<file path="src/rtl/raster_pkg.sv">
package raster_pkg;
  localparam int unsigned REG_AW = 4;

  // register indices
  localparam logic [REG_AW-1:0] IDX_CTRL  = 4'd0;
  localparam logic [REG_AW-1:0] IDX_TIM_LO = 4'd1;
  localparam logic [REG_AW-1:0] IDX_TIM_HI = 4'd10;
  localparam logic [REG_AW-1:0] IDX_SYNC  = 4'd11;
  localparam logic [REG_AW-1:0] IDX_DISP  = 4'd12;

  // timing register slots (index minus one)
  typedef enum int unsigned {
    T_HTOT = 0, T_HDISP = 1, T_HSS = 2, T_HSE = 3, T_HSEC = 4,
    T_VTOT = 5, T_VDISP = 6, T_VSS = 7, T_VSE = 8, T_PREF = 9
  } tim_slot_e;
  localparam int unsigned NUM_TIM = 10;

  // bit positions software depends on
  localparam int unsigned CTL_RUN     = 0;
  localparam int unsigned CTL_REFRESH = 1;
  localparam int unsigned SC_ON_RGB   = 0;
  localparam int unsigned SC_ALL_OFF  = 1;
  localparam int unsigned SC_H_INV    = 3;
  localparam int unsigned SC_V_INV    = 4;
  localparam int unsigned SC_H_OFF    = 5;
  localparam int unsigned SC_V_OFF    = 6;
  localparam int unsigned DC_BLANK    = 1;
  localparam int unsigned SC_W        = 7;
endpackage

</file>
<file path="src/rtl/raster_regs.sv">
module raster_regs
  import raster_pkg::*;
#(
  parameter int unsigned CW = 12
) (
  input  logic              clk,
  input  logic              rst_n,
  input  logic              wr_en,
  input  logic [REG_AW-1:0] wr_addr,
  input  logic [CW-1:0]     wr_data,
  output logic              run,
  output logic              refresh,
  output logic              blank,
  output logic [SC_W-1:0]   sync_ctl,
  output logic [CW-1:0]     tim [NUM_TIM]
);
  logic [1:0]      ctrl_q;
  logic [SC_W-1:0] sync_q;
  logic            blank_q;

  always_ff @(posedge clk or negedge rst_n) begin
    if (!rst_n) begin
      ctrl_q  <= '0;
      sync_q  <= '0;
      blank_q <= 1'b0;
    end else if (wr_en) begin
      if (wr_addr == IDX_CTRL) ctrl_q  <= wr_data[1:0];
      if (wr_addr == IDX_SYNC) sync_q  <= wr_data[SC_W-1:0];
      if (wr_addr == IDX_DISP) blank_q <= wr_data[DC_BLANK];
    end
  end

  // timing registers: frozen while the generator runs
  for (genvar g = 0; g < NUM_TIM; g++) begin : g_tim
    localparam logic [REG_AW-1:0] MY_IDX = REG_AW'(g + 1);
    always_ff @(posedge clk or negedge rst_n) begin
      if (!rst_n)
        tim[g] <= '0;
      else if (wr_en && !ctrl_q[CTL_RUN] && wr_addr == MY_IDX)
        tim[g] <= wr_data;
    end
  end

  assign run      = ctrl_q[CTL_RUN];
  assign refresh  = ctrl_q[CTL_REFRESH];
  assign blank    = blank_q;
  assign sync_ctl = sync_q;
endmodule

</file>
<file path="src/rtl/raster_axis.sv">
module raster_axis #(
  parameter int unsigned CW = 12
) (
  input  logic          clk,
  input  logic          rst_n,
  input  logic          run,
  input  logic          step,
  input  logic [CW-1:0] total,
  input  logic [CW-1:0] disp,
  input  logic [CW-1:0] s_start,
  input  logic [CW-1:0] s_end,
  output logic [CW-1:0] cnt,
  output logic          wrap,
  output logic          in_disp,
  output logic          sync_raw
);
  always_ff @(posedge clk or negedge rst_n) begin
    if (!rst_n)            cnt <= '0;
    else if (!run)         cnt <= '0;
    else if (step) cnt <= (cnt == total) ? '0 : cnt + 1'b1;
  end

  assign wrap     = run && step && (cnt == total);
  assign in_disp  = cnt <= disp;
  assign sync_raw = run && (cnt > s_start) && (cnt <= s_end);
endmodule

</file>
<file path="src/rtl/raster_timing_gen.sv">
module raster_timing_gen
  import raster_pkg::*;
#(
  parameter int unsigned CW = 12
) (
  input  logic              clk,
  input  logic              rst_n,
  input  logic              wr_en,
  input  logic [REG_AW-1:0] wr_addr,
  input  logic [CW-1:0]     wr_data,
  output logic [CW-1:0]     pix_x,
  output logic [CW-1:0]     line_y,
  output logic              hsync,
  output logic              vsync,
  output logic              csync_video,
  output logic              display_active,
  output logic              fetch_req
);
  logic            run, refresh, blank;
  logic [SC_W-1:0] sync_ctl;
  logic [CW-1:0]   tim [NUM_TIM];
  logic            h_wrap, v_wrap, h_in, v_in, h_raw, v_raw;
  logic [CW-1:0]   h_end_sel;

  raster_regs #(.CW(CW)) u_regs (
    .clk, .rst_n, .wr_en, .wr_addr, .wr_data,
    .run, .refresh, .blank, .sync_ctl, .tim
  );

  // lines inside the vertical sync use the alternate hsync end
  assign h_end_sel = v_raw ? tim[T_HSEC] : tim[T_HSE];

  raster_axis #(.CW(CW)) u_h (
    .clk, .rst_n, .run, .step(1'b1),
    .total(tim[T_HTOT]), .disp(tim[T_HDISP]),
    .s_start(tim[T_HSS]), .s_end(h_end_sel),
    .cnt(pix_x), .wrap(h_wrap), .in_disp(h_in), .sync_raw(h_raw)
  );

  raster_axis #(.CW(CW)) u_v (
    .clk, .rst_n, .run, .step(h_wrap),
    .total(tim[T_VTOT]), .disp(tim[T_VDISP]),
    .s_start(tim[T_VSS]), .s_end(tim[T_VSE]),
    .cnt(line_y), .wrap(v_wrap), .in_disp(v_in), .sync_raw(v_raw)
  );

  logic h_live, v_live;
  assign h_live = h_raw && !sync_ctl[SC_H_OFF] && !sync_ctl[SC_ALL_OFF];
  assign v_live = v_raw && !sync_ctl[SC_V_OFF] && !sync_ctl[SC_ALL_OFF];

  assign hsync          = h_live ^ sync_ctl[SC_H_INV];
  assign vsync          = v_live ^ sync_ctl[SC_V_INV];
  assign csync_video    = sync_ctl[SC_ON_RGB] && (h_live || v_live);
  assign display_active = run && refresh && !blank && h_in && v_in;
  assign fetch_req      = run && refresh && (pix_x == tim[T_PREF]);

  logic unused_vwrap;
  assign unused_vwrap = v_wrap;
endmodule

</file>
<file path="config.mk">
export PLATFORM = sky130hd
export DESIGN_NAME = raster_timing_gen
export DESIGN_NICKNAME = d
export VERILOG_FILES = /design/src/rtl/raster_pkg.sv /design/src/rtl/raster_regs.sv /design/src/rtl/raster_axis.sv /design/src/rtl/raster_timing_gen.sv
export SDC_FILE = /design/constraint.sdc
export NUM_CORES = 1
export LEC_CHECK = 0
export CORE_AREA = 2 2 117 119
export DETAILED_ROUTE_END_ITERATION = 10
export DIE_AREA = 0 0 119 121
export GPL_TIMING_DRIVEN = 0
export HOLD_SLACK_MARGIN = 0.08
export MAX_ROUTING_LAYER = met4
export PLACE_DENSITY = 0.85
export SKIP_CTS_REPAIR_TIMING = 1
export SLEW_MARGIN = 0
export SYNTH_ARGS = -nofsm -noshare
export SYNTH_HDL_FRONTEND = slang
export SYNTH_SLANG_ARGS = --single-unit
</file>
<file path="constraint.sdc">
create_clock -name clk -period 12.3 [get_ports clk]
set_clock_uncertainty 0.2 [all_clocks]
set_input_delay 1.23 -clock clk [delete_from_list [all_inputs] [get_ports clk]]
set_output_delay 1.23 -clock clk [all_outputs]
set_load 0.05 [all_outputs]
</file>
==> insert_results.sql <==
INSERT INTO impl_metrics (metric_group, metric, value, unit) VALUES
('sta', 'final.setup.tns', '0', 'ps'),
('yosys', 'synth_cell_types', '57', ''),
('die', 'floorplan.io_pins', '48', ''),
('worst_setup_path', 'timing.critical_path.fanout_max', '10', ''),
('yosys', 'syn-mean-instance-area', '11.2', 'um2'),
('yosys', 'syn_inst', '752', ''),
('route', 'detail_route.vias_per_cell', '6.08', ''),
('clock_network', 'insertion_delay_of_the_later_clocked_pin_in_the_worst_skew_pair', '430', 'ps'),
('worst_setup_path', 'worst_ep_required_time', '10870', 'ps'),
('route', 'number_of_drc_violations_after_detailed_routing_iteration_0', '456', ''),
('sta', 'grt_setup_unrepaired', 'no', ''),
('sta', 'maxClockFrequency', '0.146', 'GHz'),
('sta', 'setup_viol_count_final', '0', ''),
('yosys', 'edff_count_synth', '0', ''),
('yosys', 'synth-adder-area-share', '0.110', ''),
('finish', 'nNetsFinal', '905', ''),
('worst_setup_path', 'worst_path_max_delay_cell', 'clkdlybuf4s50_1', ''),
('grt', 'number_of_global_route_vias_before_repair', '6385', ''),
('die', 'core_area', '13100', 'um2'),
('pwr', 'power.density', '158', 'nW/um2'),
('clock_network', 'cts.root.buffer_cell', 'clkbuf_16', ''),
('route', 'detailroute.via_count', '6088', ''),
('yosys', 'synth-async-reset-ratio', '1.00', ''),
('yosys', 'postSynthRegisterBits', '153', ''),
('clock_network', 'cts_tree', 'yes', ''),
('route', 'drc_errors', '0', ''),
('yosys', 'synthesis.nets', '845', ''),
('die', 'die-area', '14400', 'um2'),
('die', 'die_y', '121', 'um'),
('grt', 'global_route.usage.total', '0.312', ''),
('worst_setup_path', 'crit_family', 'simple AND/OR/NAND/NOR gates', ''),
('worst_setup_path', 'ff2ff_path_depth', '5', ''),
('yosys', 'ys_warn_count', '0', ''),
('worst_setup_path', 'critical_path.max_stage_delay', '820', 'ps'),
('sta', 'hold_viol', '0', ''),
('clock_network', 'ctsLongestPathBuffers', '2', ''),
('route', 'postRouteWirelength', '20.4', 'mm'),
('yosys', 'synth_simple_gate_area_share', '0.105', ''),
('yosys', 'synth.area.mux_share', '0.159', ''),
('clock_network', 'clk_pin_slew_worst_setup_hold_paths', '60', 'ps'),
('worst_setup_path', 'regToRegEndpoint', 'u_v.cnt[4]', ''),
('yosys', 'synth.cell_area', '8420', 'um2'),
('sta', 'final-max-slew-violation-count', '0', ''),
('worst_setup_path', 'critical_path.reg2reg.startpoint', 'u_h.cnt[5]', ''),
('grt', 'grt.overflow.total', '0', ''),
('route', 'drt_pass1_iterations', '5', ''),
('worst_setup_path', 'critPathCaptureType', 'output pin', ''),
('run', 'maxCapViolations', '0', ''),
('grt', 'antenna_found_initial', '1', ''),
('sta', 'finalWorstPathRequiredPeriod', '6840', 'ps'),
('pwr', 'power.leakage', '4.73', 'nW'),
('yosys', 'yosys.area_share.xor_xnor', '0.0593', ''),
('sta', 'min_period_over_period', '0.556', ''),
('placement', 'gp_congestion', '0.878', ''),
('placement', 'place.detailed.hpwl', '14.0', 'mm'),
('worst_setup_path', 'path_cells', 'ha_1 -> a21oi_1 -> o21ai_1 -> a221oi_1 -> a21oi_1 -> or2_1 -> buf_6 -> buf_12 -> mux2i_1 -> ha_1 -> nand4_1 -> nor3_1 -> and3_1 -> a31oi_1 -> or4_4 -> xnor2_1 -> clkdlybuf4s50_1', ''),
('finish', 'layout-drive-gt1-share', '0.208', ''),
('worst_setup_path', 'critical_path_class', 'reg -> out', ''),
('clock_network', 'numCtsBuffers', '17', ''),
('pwr', 'power.ir.vdd_worst', '0.107', 'mV'),
('route', 'avgRoutedWirePerCell', '20.3', 'um'),
('die', 'starting_density', '0.643', ''),
('worst_setup_path', 'setup_slack_of_the_most_critical_reg_to_reg_path', '9800', 'ps'),
('run_status', 'outcome', 'finished, final reports clean', ''),
('yosys', 'combinational_family_with_the_most_area_after_synthesis', 'multiplexers', ''),
('die', 'std_cell_rows', '42', ''),
('die', 'chipWidth', '119', 'um'),
('finish', 'final_core_util', '0.737', ''),
('grt', 'maximum_number_of_pins_on_one_net_before_global_route_repair', '84', ''),
('placement', 'placement.io_buffers', '40', ''),
('finish', 'areaGrowthSynthToFinish', '14.6', '%');
[worst max path at each step]
stage	depth (start not counted)	slack (ps)	endpoint	start
4_1_cts	17	5480	hsync	u_v.cnt[7]
3_3_place_gp	1	3970	u_regs.tim[19]	rst_n
5_1_grt	17	5170	hsync	u_v.cnt[7]
2_1_floorplan	16	6350	hsync	u_v.cnt[3]
3_5_place_dp	17	5990	hsync	u_v.cnt[7]
6_report	17	5460	hsync	u_v.cnt[7]
[cell usage in the layout (no fill, tap or decap), types with 10 or more instances in the layout]
cell type and count:
a21o_1 10, a21oi_1 24, buf_2 15, clkbuf_1 18
clkbuf_16 17, clkdlybuf4s50_1 39, dfrtp_1 153, ha_1 74
inv_1 65, mux2_2 104, mux2i_1 12, nand2_1 38
nand3_1 18, nand4_1 25, nor2_1 32, nor2b_1 10
o21ai_0 29, xnor2_1 13, xor2_1 44
[per-layer routing]
| layer | up-vias | share of wire | GRT usage |
|---|---|---|---|
| li1 | 2749 | - | - |
| met1 | 3021 | 0.41 | 0.377 |
| met2 | 240 | 0.48 | 0.501 |
| met3 | 78 | 0.053 | 0.0555 |
| met4 | 0 | 0.053 | 0.176 |
| met5 | - | 0 | - |
[report_power, final]
part | total, mW | internal (mW) | switching (mW)
clock network | 0.510 | 0.313 | 0.197
registers | 0.674 | 0.610 | 0.0634
logic | 0.343 | 0.162 | 0.181
[synth_stat cells (4+ instances only)]
master | instances | share of area
o21a_1 | 4 | 0.0036
clkbuf_1 | 14 | 0.0062
nand3_1 | 18 | 0.011
buf_2 | 15 | 0.0089
nor2b_1 | 10 | 0.0074
nand2_1 | 38 | 0.017
and3_1 | 8 | 0.0059
xor2_1 | 44 | 0.046
dfrtp_1 | 153 | 0.45
mux2_2 | 104 | 0.14
a21o_1 | 10 | 0.0089
inv_1 | 65 | 0.029
nand4_1 | 25 | 0.019
mux2i_1 | 12 | 0.014
nor2_1 | 32 | 0.014
nor4_1 | 8 | 0.0059
a21oi_1 | 24 | 0.014
o21ai_0 | 29 | 0.017
ha_1 | 74 | 0.11
xnor2_1 | 13 | 0.014
[kinds of logic (layout without fill, tap and decap cells)]
group	after synthesis	in the layout
buf+inv	101	174
flops	153	153
xor+xnor	57	57
simple gates	163	163
compound gates	84	84
other cells	0	1
fa+ha+maj	74	74
mux	120	120
[area by class of cell]
cell class / count / area, um2
diodes: 1 / 2.50
fillers: 891 / 3440
well taps: 176 / 220
flip-flops and latches: 153 / 3830
inverters: 66 / 248
clock inverters: 8 / 93.8
clock buffers: 24 / 482
plain buffers: 35 / 190
multi-input cells: 498 / 4150
repair buffers: 41 / 429
[flip-flops by register name, indices dropped and copies added (netlist names)]
name             flops
u_regs.ctrl_q        2
u_v.cnt             12
u_regs.blank         1
u_regs.sync_ctl      6
u_h.cnt             12
u_regs.tim         120
[metrics by stage]
stage	area (um2)	std cells	hold slack, ps	setup slack (ps)
after floorplan	8420	752	272	6350
after global placement	9040	968	282	3970
after detailed placement	9070	969	292	5990
after CTS	9640	1001	305	5480
after global routing	9640	1002	316	5170
final	9640	1002	299	5460
Note: power is estimated with default switching activity, not from simulation.
